File: src/rtl/ocu_pair_pkg.sv
// Package: shared register addresses, control-word bit positions and a
// decoded view of the control word for the paired output compare unit.
package ocu_pair_pkg;

    localparam int NCH = 2;

    localparam logic [1:0] ADDR_CTRL = 2'd0;
    localparam logic [1:0] ADDR_CMP0 = 2'd1;

    localparam int BIT_MODE = 12;
    localparam int BIT_LVL0 = 8;
    localparam int BIT_FLG0 = 6;
    localparam int BIT_IEN0 = 4;
    localparam int BIT_RUN0 = 0;

    // Bits that read as one regardless of state.
    localparam logic [15:0] FIXED_ONES = 16'hEC0C;

    typedef struct packed {
        logic       mode;
        logic [1:0] lvl;
        logic [1:0] flg;
        logic [1:0] ien;
        logic [1:0] run;
    } ctrl_view_t;

    // Extract the live fields of a control word.
    function automatic ctrl_view_t split_ctrl(input logic [15:0] w);
        ctrl_view_t v;
        v.mode = w[BIT_MODE];
        v.lvl  = w[BIT_LVL0+1:BIT_LVL0];
        v.flg  = w[BIT_FLG0+1:BIT_FLG0];
        v.ien  = w[BIT_IEN0+1:BIT_IEN0];
        v.run  = w[BIT_RUN0+1:BIT_RUN0];
        return v;
    endfunction

endpackage

File: src/rtl/ocu_cmp_chan.sv
// Module: one compare channel. Holds the compare register and detects
// entry into equality between the timer count and that register.
// Assumes: count is sampled each clock; a match is reported once per
// continuous stretch of equality while the channel runs.
module ocu_cmp_chan #(
    parameter int TW = 16
) (
    input  logic          clk,
    input  logic          rst_n,
    input  logic [TW-1:0] count,
    input  logic          run,
    input  logic          cmp_we,
    input  logic [TW-1:0] cmp_wdata,
    output logic [TW-1:0] cmp_q,
    output logic          hit
);

    logic eq_now;
    logic eq_seen;

    // Equality while running.
    assign eq_now = run && (count == cmp_q);
    // A hit is the first cycle of an equality stretch.
    assign hit    = eq_now && !eq_seen;

    // Compare register storage.
    always_ff @(posedge clk) begin
        if (!rst_n)      cmp_q <= '0;
        else if (cmp_we) cmp_q <= cmp_wdata;
    end

    // Remember whether equality already held last cycle.
    always_ff @(posedge clk) begin
        if (!rst_n) eq_seen <= 1'b0;
        else        eq_seen <= eq_now;
    end

    AST_ONE_HIT_PER_STRETCH: assert property (@(posedge clk) disable iff (!rst_n)
        hit |=> !hit);

    AST_HELD_COUNT_NO_REHIT: assert property (@(posedge clk) disable iff (!rst_n)
        (hit && !cmp_we) ##1 ($stable(count) && run) |-> !hit);

endmodule

File: src/rtl/ocu_ctrl_reg.sv
// Module: control word storage. Holds mode, enables, start bits and the
// match flags; builds the control read word and the interrupt lines.
// Assumes: wr_ctrl is a single-cycle strobe; pin levels arrive from the
// pin driver for readback.
module ocu_ctrl_reg
    import ocu_pair_pkg::*;
(
    input  logic        clk,
    input  logic        rst_n,
    input  logic        wr_ctrl,
    input  logic [15:0] wdata,
    input  logic        rmw,
    input  logic [1:0]  hit,
    input  logic [1:0]  pin_lvl,
    output logic        mode,
    output logic [1:0]  run,
    output logic [1:0]  flag,
    output logic [1:0]  irq,
    output logic [15:0] ctrl_rdata
);

    ctrl_view_t wv;
    logic [1:0] ien;
    logic [1:0] flag_rd;

    assign wv = split_ctrl(wdata);

    // Mode, enables and start bits load on a control write.
    always_ff @(posedge clk) begin
        if (!rst_n) begin
            mode <= 1'b0;
            ien  <= 2'b00;
            run  <= 2'b00;
        end else if (wr_ctrl) begin
            mode <= wv.mode;
            ien  <= wv.ien;
            run  <= wv.run;
        end
    end

    // Flags: set by a hit, cleared by writing 0; a hit wins.
    generate
        for (genvar i = 0; i < NCH; i++) begin : g_flag
            always_ff @(posedge clk) begin
                if (!rst_n)                     flag[i] <= 1'b0;
                else if (hit[i])                flag[i] <= 1'b1;
                else if (wr_ctrl && !wv.flg[i]) flag[i] <= 1'b0;
            end

            AST_HIT_SETS_FLAG: assert property (@(posedge clk) disable iff (!rst_n)
                hit[i] |=> flag[i]);

            AST_FLAG_NEEDS_HIT: assert property (@(posedge clk) disable iff (!rst_n)
                $rose(flag[i]) |-> $past(hit[i]));

            AST_ONE_KEEPS_FLAG: assert property (@(posedge clk) disable iff (!rst_n)
                (wr_ctrl && wv.flg[i]) |=> !$fell(flag[i]));
        end
    endgenerate

    // Interrupt request per channel.
    assign irq = flag & ien;

    // Flags read as ones during a read-modify-write.
    assign flag_rd = rmw ? 2'b11 : flag;

    // Assemble the control read word.
    always_comb begin
        ctrl_rdata = FIXED_ONES;
        ctrl_rdata[BIT_MODE]              = mode;
        ctrl_rdata[BIT_LVL0+1:BIT_LVL0]   = pin_lvl;
        ctrl_rdata[BIT_FLG0+1:BIT_FLG0]   = flag_rd;
        ctrl_rdata[BIT_IEN0+1:BIT_IEN0]   = ien;
        ctrl_rdata[BIT_RUN0+1:BIT_RUN0]   = run;
    end

endmodule

File: src/rtl/ocu_pin_drv.sv
// Module: output pin driver. Routes channel hits to pin toggles by mode
// and applies direct level writes, which take priority over toggles.
// Assumes: hit pulses last one cycle.
module ocu_pin_drv
    import ocu_pair_pkg::*;
(
    input  logic       clk,
    input  logic       rst_n,
    input  logic       mode,
    input  logic [1:0] hit,
    input  logic       lvl_we,
    input  logic [1:0] lvl_wdata,
    output logic [1:0] pin
);

    logic [1:0] flip;

    // Pin 0 follows channel 0; pin 1 also follows channel 0 in paired mode.
    assign flip[0] = hit[0];
    assign flip[1] = hit[1] | (mode & hit[0]);

    // Pin registers: level write first, otherwise toggle.
    always_ff @(posedge clk) begin
        if (!rst_n)      pin <= 2'b00;
        else if (lvl_we) pin <= lvl_wdata;
        else             pin <= pin ^ flip;
    end

    AST_PIN_HOLD_IDLE: assert property (@(posedge clk) disable iff (!rst_n)
        (!lvl_we && hit == 2'b00) |=> $stable(pin));

    AST_SEP_PIN1_OWN: assert property (@(posedge clk) disable iff (!rst_n)
        (!lvl_we && !mode && !hit[1]) |=> $stable(pin[1]));

    AST_PIN0_CH0_ONLY: assert property (@(posedge clk) disable iff (!rst_n)
        (!lvl_we && !hit[0]) |=> $stable(pin[0]));

    AST_PAIR_PIN1_FLIP: assert property (@(posedge clk) disable iff (!rst_n)
        (!lvl_we && mode && hit[0]) |=> (pin[1] != $past(pin[1])));

    AST_LEVEL_WINS: assert property (@(posedge clk) disable iff (!rst_n)
        lvl_we |=> (pin == $past(lvl_wdata)));

endmodule

File: src/rtl/ocu_pair.sv
// Module: paired output compare unit top. Decodes the register bus,
// instantiates two compare channels, the control word and the pin driver,
// and muxes read data.
// Assumes: the bus is a single-cycle access with combinational read data;
// the timer count is synchronous to clk.
module ocu_pair
    import ocu_pair_pkg::*;
#(
    parameter int TW = 16
) (
    input  logic          clk,
    input  logic          rst_n,
    input  logic [TW-1:0] tmr_count,
    input  logic          bus_sel,
    input  logic          bus_we,
    input  logic          bus_rmw,
    input  logic [1:0]    bus_addr,
    input  logic [15:0]   bus_wdata,
    output logic [15:0]   bus_rdata,
    output logic [1:0]    irq,
    output logic [1:0]    pin_out
);

    localparam int CW = (TW < 16) ? TW : 16;

    logic          wr_any;
    logic          wr_ctrl;
    logic [1:0]    hit;
    logic [1:0]    run;
    logic [1:0]    flag;
    logic          mode;
    logic [15:0]   ctrl_rdata;
    logic [TW-1:0] cmp_q [NCH];
    logic [TW-1:0] cmp_wdata;
    ctrl_view_t    wv;

    assign wr_any  = bus_sel && bus_we;
    assign wr_ctrl = wr_any && (bus_addr == ADDR_CTRL);
    assign wv      = split_ctrl(bus_wdata);

    // Widen or narrow bus data to the compare width.
    always_comb begin
        cmp_wdata = '0;
        cmp_wdata[CW-1:0] = bus_wdata[CW-1:0];
    end

    generate
        for (genvar i = 0; i < NCH; i++) begin : g_chan
            logic cmp_we;
            assign cmp_we = wr_any && (bus_addr == ADDR_CMP0 + 2'(i));

            ocu_cmp_chan #(.TW(TW)) u_chan (
                .clk       (clk),
                .rst_n     (rst_n),
                .count     (tmr_count),
                .run       (run[i]),
                .cmp_we    (cmp_we),
                .cmp_wdata (cmp_wdata),
                .cmp_q     (cmp_q[i]),
                .hit       (hit[i])
            );
        end
    endgenerate

    ocu_ctrl_reg u_ctrl (
        .clk        (clk),
        .rst_n      (rst_n),
        .wr_ctrl    (wr_ctrl),
        .wdata      (bus_wdata),
        .rmw        (bus_rmw),
        .hit        (hit),
        .pin_lvl    (pin_out),
        .mode       (mode),
        .run        (run),
        .flag       (flag),
        .irq        (irq),
        .ctrl_rdata (ctrl_rdata)
    );

    ocu_pin_drv u_pins (
        .clk       (clk),
        .rst_n     (rst_n),
        .mode      (mode),
        .hit       (hit),
        .lvl_we    (wr_ctrl),
        .lvl_wdata (wv.lvl),
        .pin       (pin_out)
    );

    // Read data select by address.
    always_comb begin
        bus_rdata = '0;
        if (bus_sel) begin
            case (bus_addr)
                ADDR_CTRL:     bus_rdata = ctrl_rdata;
                ADDR_CMP0:     bus_rdata[CW-1:0] = cmp_q[0][CW-1:0];
                ADDR_CMP0 + 1: bus_rdata[CW-1:0] = cmp_q[1][CW-1:0];
                default:       bus_rdata = '0;
            endcase
        end
    end

    AST_IRQ_NEEDS_FLAG: assert property (@(posedge clk) disable iff (!rst_n)
        $rose(irq[0]) |-> flag[0]);

    AST_STOPPED_NO_FLAG: assert property (@(posedge clk) disable iff (!rst_n)
        (!run[1] && !flag[1]) |=> !flag[1]);

endmodule

File: config.mk
export PLATFORM = sky130hd
export DESIGN_NAME = ocu_pair
export DESIGN_NICKNAME = d
export VERILOG_FILES = /design/src/rtl/ocu_pair_pkg.sv /design/src/rtl/ocu_cmp_chan.sv /design/src/rtl/ocu_ctrl_reg.sv /design/src/rtl/ocu_pin_drv.sv /design/src/rtl/ocu_pair.sv
export SDC_FILE = /design/constraint.sdc
export NUM_CORES = 1
export LEC_CHECK = 0
export BUFFER_PORTS_ARGS = -buffer_cell sky130_fd_sc_hd__buf_2
export CAP_MARGIN = 30
export CORE_MARGIN = 4
export CORE_UTILIZATION = 55
export CTS_BUF_LIST = sky130_fd_sc_hd__clkbuf_4
export DETAILED_ROUTE_END_ITERATION = 12
export HOLD_SLACK_MARGIN = 0.03
export PLACE_DENSITY = 0.81
export SLEW_MARGIN = 40
export SYNTH_ARGS = -nofsm -noshare
export SYNTH_HDL_FRONTEND = slang
export SYNTH_HIERARCHICAL = 1
export SYNTH_SLANG_ARGS = --single-unit
File: constraint.sdc
create_clock -name clk -period 2.4 [get_ports clk]
set_input_delay 0.72 -clock clk [delete_from_list [all_inputs] [get_ports clk]]
set_output_delay 0.72 -clock clk [all_outputs]
set_load 0.02 [all_outputs]
Word level (Yosys, flattened, before mapping):

Index checks and enable logic that the tools add are counted.
Widths: inputs -> output; s select.

* memories kept: 0
* flip-flop bits (word level): 43
* latch bits: 0
* memory bits (writable): 0
* input port bits: 39
* memory bits (read-only): 0

* magnitude comparators: 0
* eq/ne operators: 4
* mux-type cells: 8
* reduce and logical (&&, ||, !) cells: 17
* multipliers: 0
* shifts and indexed selects: 0
* bitwise logic cells: 4
* divide/modulo/power cells: 0
* add/sub/neg operators: 0

Operator list (number)
* $pmux 16 s3: 1
* $eq 16x16->1: 2
* $mux 16: 1
* $logic_and 1x1->1: 10
* $logic_not 1->1: 4
* $mux 1: 4
* $mux 2: 2
* $reduce_bool 2->1: 2
* $and 2x2->2: 1
* $eq 2x1->1 const B: 1
* $eq 2x2->1 const B: 1
* $logic_not 2->1: 1
* $xor 2x2->2: 1
* $and 1x1->1: 1
* $or 1x1->1: 1

Logic depth before layout (Yosys ltp):

* word-level depth: 7
* gate-level depth with buffers: 7
* mapped depth without buffers: 7

By module:

Netlist, hierarchy kept.

Modules (own cells, without submodules)
* ocu_cmp_chan: seq. area each 340.3 sq um, cells each 79, area an instance 827.0 sq um, times used 2
* ocu_pair: seq. area each 0.0 sq um, cells each 77, area an instance 558.0 sq um, times used 1
* ocu_ctrl_reg: seq. area each 140.1 sq um, cells each 41, area an instance 394.1 sq um, times used 1
* ocu_pin_drv: seq. area each 40.0 sq um, cells each 11, area an instance 97.6 sq um, times used 1

Worst setup path before layout:

OpenSTA, ideal clock, no wires.

* path type: input to output
* from: input bus_addr[0]
* to: output bus_rdata[14]
* path slack: 0.250 ns
* arrival time: 1.430 ns
* cell stages on the path: 5
* required time: 1.680 ns
* cell sequence: buf_6 > buf_2 > nand3b_1 > o21ai_0 > and2_1

* word-level cells in the longest chain between the ends: 3
* elaborated cells on any way between the ends: 5
* those cells by class: eq/ne: 2; mux: 2; reduce/logical: 1

RTL lines
* from (decl): RTL line ocu_pair.sv:17 `input logic [1:0] bus_addr,`
* $eq 2x2->1 (tied with other cells): RTL line ocu_pair.sv:94 `case (bus_addr)`
* $pmux 16 s3 *: RTL line ocu_pair.sv:94
* $mux 16 *: RTL line ocu_pair.sv:93 `if (bus_sel) begin`
* to (decl): RTL line ocu_pair.sv:19 `output logic [15:0] bus_rdata,`

Mark *: on every way between the ends. The rest lies on a longest branch, timed or not.

Worst setup path after layout:

* from: input bus_rmw
* to: output bus_rdata[6]

* word-level cells in the longest chain between the ends: 3

RTL lines
* from (decl): RTL line ocu_pair.sv:16 `input logic bus_rmw,`
* $mux 2: RTL line ocu_ctrl_reg.sv:65 `assign flag_rd = rmw ? 2'b11 : flag;`
* net ctrl_rdata[6]: RTL line ocu_pair.sv:32 `logic [15:0] ctrl_rdata;`
* $pmux 16 s3: RTL line ocu_pair.sv:94
* $mux 16: RTL line ocu_pair.sv:93

The timed path passes the listed nets, and every way through them passes these cells.

==> results.json <==
{
  "htree_levels": 2,
  "gate_count_post_synth": 287,
  "synth_edf_count": 0,
  "antenna_found_initial": 0,
  "power.clock.fraction_pct": 27.4,
  "final_worst_setup_slack_ns": 0.0610,
  "r2r_start": "g_chan[0].u_chan/cmp_q[3]",
  "layout-drive-gt1-share_pct": 25.9,
  "detail_route.drc_violations": 0,
  "place_inst": 403,
  "detail_route.iter0.violations": 154,
  "num_antenna_cells": 0,
  "first_global_vias": 2128,
  "non_filler_instance_count_after_layout": 414,
  "final_core_utilization_pct": 66.1,
  "worst_hold_startpoint": "u_pins/pin[1]",
  "globalRouteTotalUtil_pct": 21.0,
  "worst-setup-path-type": "in -> out",
  "num_rows": 25,
  "grt_max_degree": 34,
  "die_height_um": 78.1,
  "routabilityCongestion": 0.782,
  "async_reset_ff_share_pct": 0,
  "grt_setup_unrepaired": "no",
  "hold_ws_ns": 0.542,
  "setup_slack_on_the_worst_flop_to_flop_path_ns": 0.43,
  "timing.hold.worst_endpoint": "u_pins/pin[1]",
  "finalMaxSlewViolations": 0,
  "gr-total-overflow": 0,
  "switching_share_pct": 29.5,
  "total_leakage_power_nw": 1.26,
  "crit-reg2reg-capture": "u_pins/pin[1]",
  "first_pass_iters": 4,
  "synth_seq_area_share_pct": 31.8,
  "timing.fmax_ghz": 0.428,
  "dr_total_vias": 2222,
  "most_instantiated_library_cell_after_synthesis": "mux2i_1",
  "peakVddDrop_uv": 265,
  "synthDominantAreaCellType": "dfxtp_1",
  "design.die.area_um2": 6100,
  "cts_tree": "yes",
  "floorplan.initialDensity_pct": 56.9,
  "dp_hpwl_mm": 4.58,
  "setup_total_negative_slack_ns": 0,
  "post_synth_num_cell_types": 34,
  "worst_r2r_path_depth": 7,
  "cell_internal_pwr_mw": 0.959,
  "finalCritPeriodShare_pct": 97.5,
  "mappedNetlistArea_um2": 2700,
  "dpl_worst_slack_ns": -0.0527,
  "seq_power_share_pct": 54.5,
  "grt_pass1_wl_mm": 10.1,
  "timing.hold.worst_path_depth": 2,
  "power.switching_mw": 0.401,
  "boundaryPins": 59,
  "ys_ff_latch": 43,
  "hold_viol_final": 0,
  "postCtsHoldBufs": 0,
  "synthFlopType": "dfxtp_1",
  "horizontal_die_dimension_um": 78.1,
  "port-buffer-count": 58,
  "ys_top_cells_by_area": "dfxtp_1, mux2i_1, nor2b_1, buf_4, xor2_1",
  "cts_max_path_buffers": 2,
  "routed_wl_mm": 6.62,
  "finalClockSkew_ns": 0.0187,
  "critical_path.startpoint_type": "primary input",
  "post-route-min-period_ns": 2.34,
  "clock_sink_count": 43,
  "synth.top_cells.by_count": "mux2i_1, dfxtp_1, nor2b_1, and2_1, buf_4",
  "synth-warning-count": 6,
  "worstPathRequired_ns": 1.68,
  "worst_skew_pair.late_latency_ns": 0.38,
  "detail_route.vias_per_cell": 5.37,
  "cap_viol_max_count": 0,
  "run_status": "complete, no violations",
  "cts-buffers-inserted": 5,
  "core_region_area_um2": 4750,
  "hold_path.class": "reg -> reg",
  "final-setup-viol-count": 0,
  "cp-end-kind": "output port",
  "synthesis.area_per_instance_um2": 9.42,
  "routed_wire_length_per_instance_um": 16.0,
  "power.share.combinational_pct": 18.1,
  "power.density_cell_area_nw_per_um2": 432,
  "finalNetCount": 385,
  "final_ant_viol_nets": 0,
  "cts-root-buf": "clkbuf_4",
  "final.fill_count": 413,
  "areaGrowthSynthToFinish_pct": 16.3,
  "cp_data_arrival_time_ns": 1.62,
  "path_clk_slew_ns": 0.15,
  "netlist.area_leader.share_pct": 31.8,
  "crit_fanout": 2
}
[layout make-up]
| cell class | count | area [µm²] | area share [%] |
|---|---|---|---|
| clock buffers | 5 | 37.5 | 1.19 |
| clock inverters | 3 | 20.0 | 0.637 |
| inverters | 6 | 22.5 | 0.716 |
| multi-input cells | 216 | 1640 | 52.2 |
| flip-flops and latches | 43 | 861 | 27.4 |
| well taps | 67 | 83.8 | 2.67 |
| repair buffers | 74 | 479 | 15.2 |
[placed cells by master, fill, tap and decap left out]
cell type and count:
buf_2 56, nor2b_1 37, and4_1 4, or2_2 2
nand3b_1 16, dfxtp_1 43, xnor2_1 13, buf_6 1
clkbuf_4 5, o22ai_1 2, o21ai_0 11, clkbuf_16 2
a222oi_1 2, buf_12 2, mux2i_1 53, nand2_1 4
nand4_1 2, nand4b_1 1, buf_4 13, a21oi_1 1
conb_1 7, inv_1 6, clkinv_2 1, o21ai_1 10
or4b_1 1, nand3_1 2, nor3b_2 4, clkinvlp_4 2
xor2_1 14, nor3_1 1, nor4b_1 2, nor4_1 4
nor4_2 2, and2_1 19, nor2_1 2
[state kept, by name, indices dropped and copies added (netlist names)]
name                   flops
g_chan.u_chan/eq_seen      2
u_ctrl/ien                 2
u_ctrl/run                 2
u_ctrl/mode                1
u_pins/pin                 2
g_chan.u_chan/cmp_q       32
u_ctrl/flag                2
[power by group through the flow]
stage                     registers [mW]  clock network (mW)  logic (mW)
after detailed placement           0.757                   0       0.228
after CTS                          0.741               0.378       0.230
after global routing               0.743               0.406       0.265
after floorplan                    0.754                   0       0.153
after global placement             0.756                   0       0.223
final                              0.741               0.372       0.247
[per-layer routing]
layer / share of wire [%] / vias to the layer above / global-route usage, %
met2: 48 / 73 / 35.4
met3: 5.3 / 8 / 4.93
met1: 46 / 1053 / 26.6
met5: 0 / - / 0
li1: - / 1088 / -
met4: 1.4 / 0 / 6.29
[through the flow]
stage	power, mW	area [µm²]
6_report	1.36	3140
3_3_place_gp	0.979	3020
4_1_cts	1.35	3080
3_5_place_dp	0.984	3020
2_1_floorplan	0.907	2730
5_1_grt	1.41	3140
[critical path, stage by stage]
cell and delay (ns):
buf_2 0.11, or2_2 0.26, mux2i_1 0.15, o21ai_1 0.07, and2_1 0.16, buf_2 0.15
[timing repair]
action	4_1_cts	5_1_grt
setup buffers	0	1
hold endpoints to repair	0	0
gates cloned	0	2
resized for setup	1	3
endpoints found under the setup margin	11	5
[cell families after synthesis]
| group | share of synthesized area (%) |
|---|---|
| simple gates | 25.7 |
| compound gates | 5.28 |
| flops | 31.8 |
| mux | 19.6 |
| xor+xnor | 8.75 |
| buf+inv | 8.70 |
| other cells | 0.139 |
[worst max-delay path by stage]
| stage | from | endpoint | slack (ns) | cells after the start |
|---|---|---|---|---|
| 6_report | bus_rmw | bus_rdata[6] | 0.06 | 6 |
| 5_1_grt | bus_rmw | bus_rdata[6] | 0.009 | 6 |
| 4_1_cts | bus_addr[0] | bus_rdata[4] | 0.05 | 6 |
| 3_5_place_dp | bus_addr[1] | bus_rdata[0] | -0.05 | 4 |
| 3_3_place_gp | bus_addr[1] | bus_rdata[0] | -0.04 | 4 |
| 2_1_floorplan | bus_addr[0] | bus_rdata[14] | 0.25 | 5 |
Note: power is estimated with default switching activity, not from simulation.
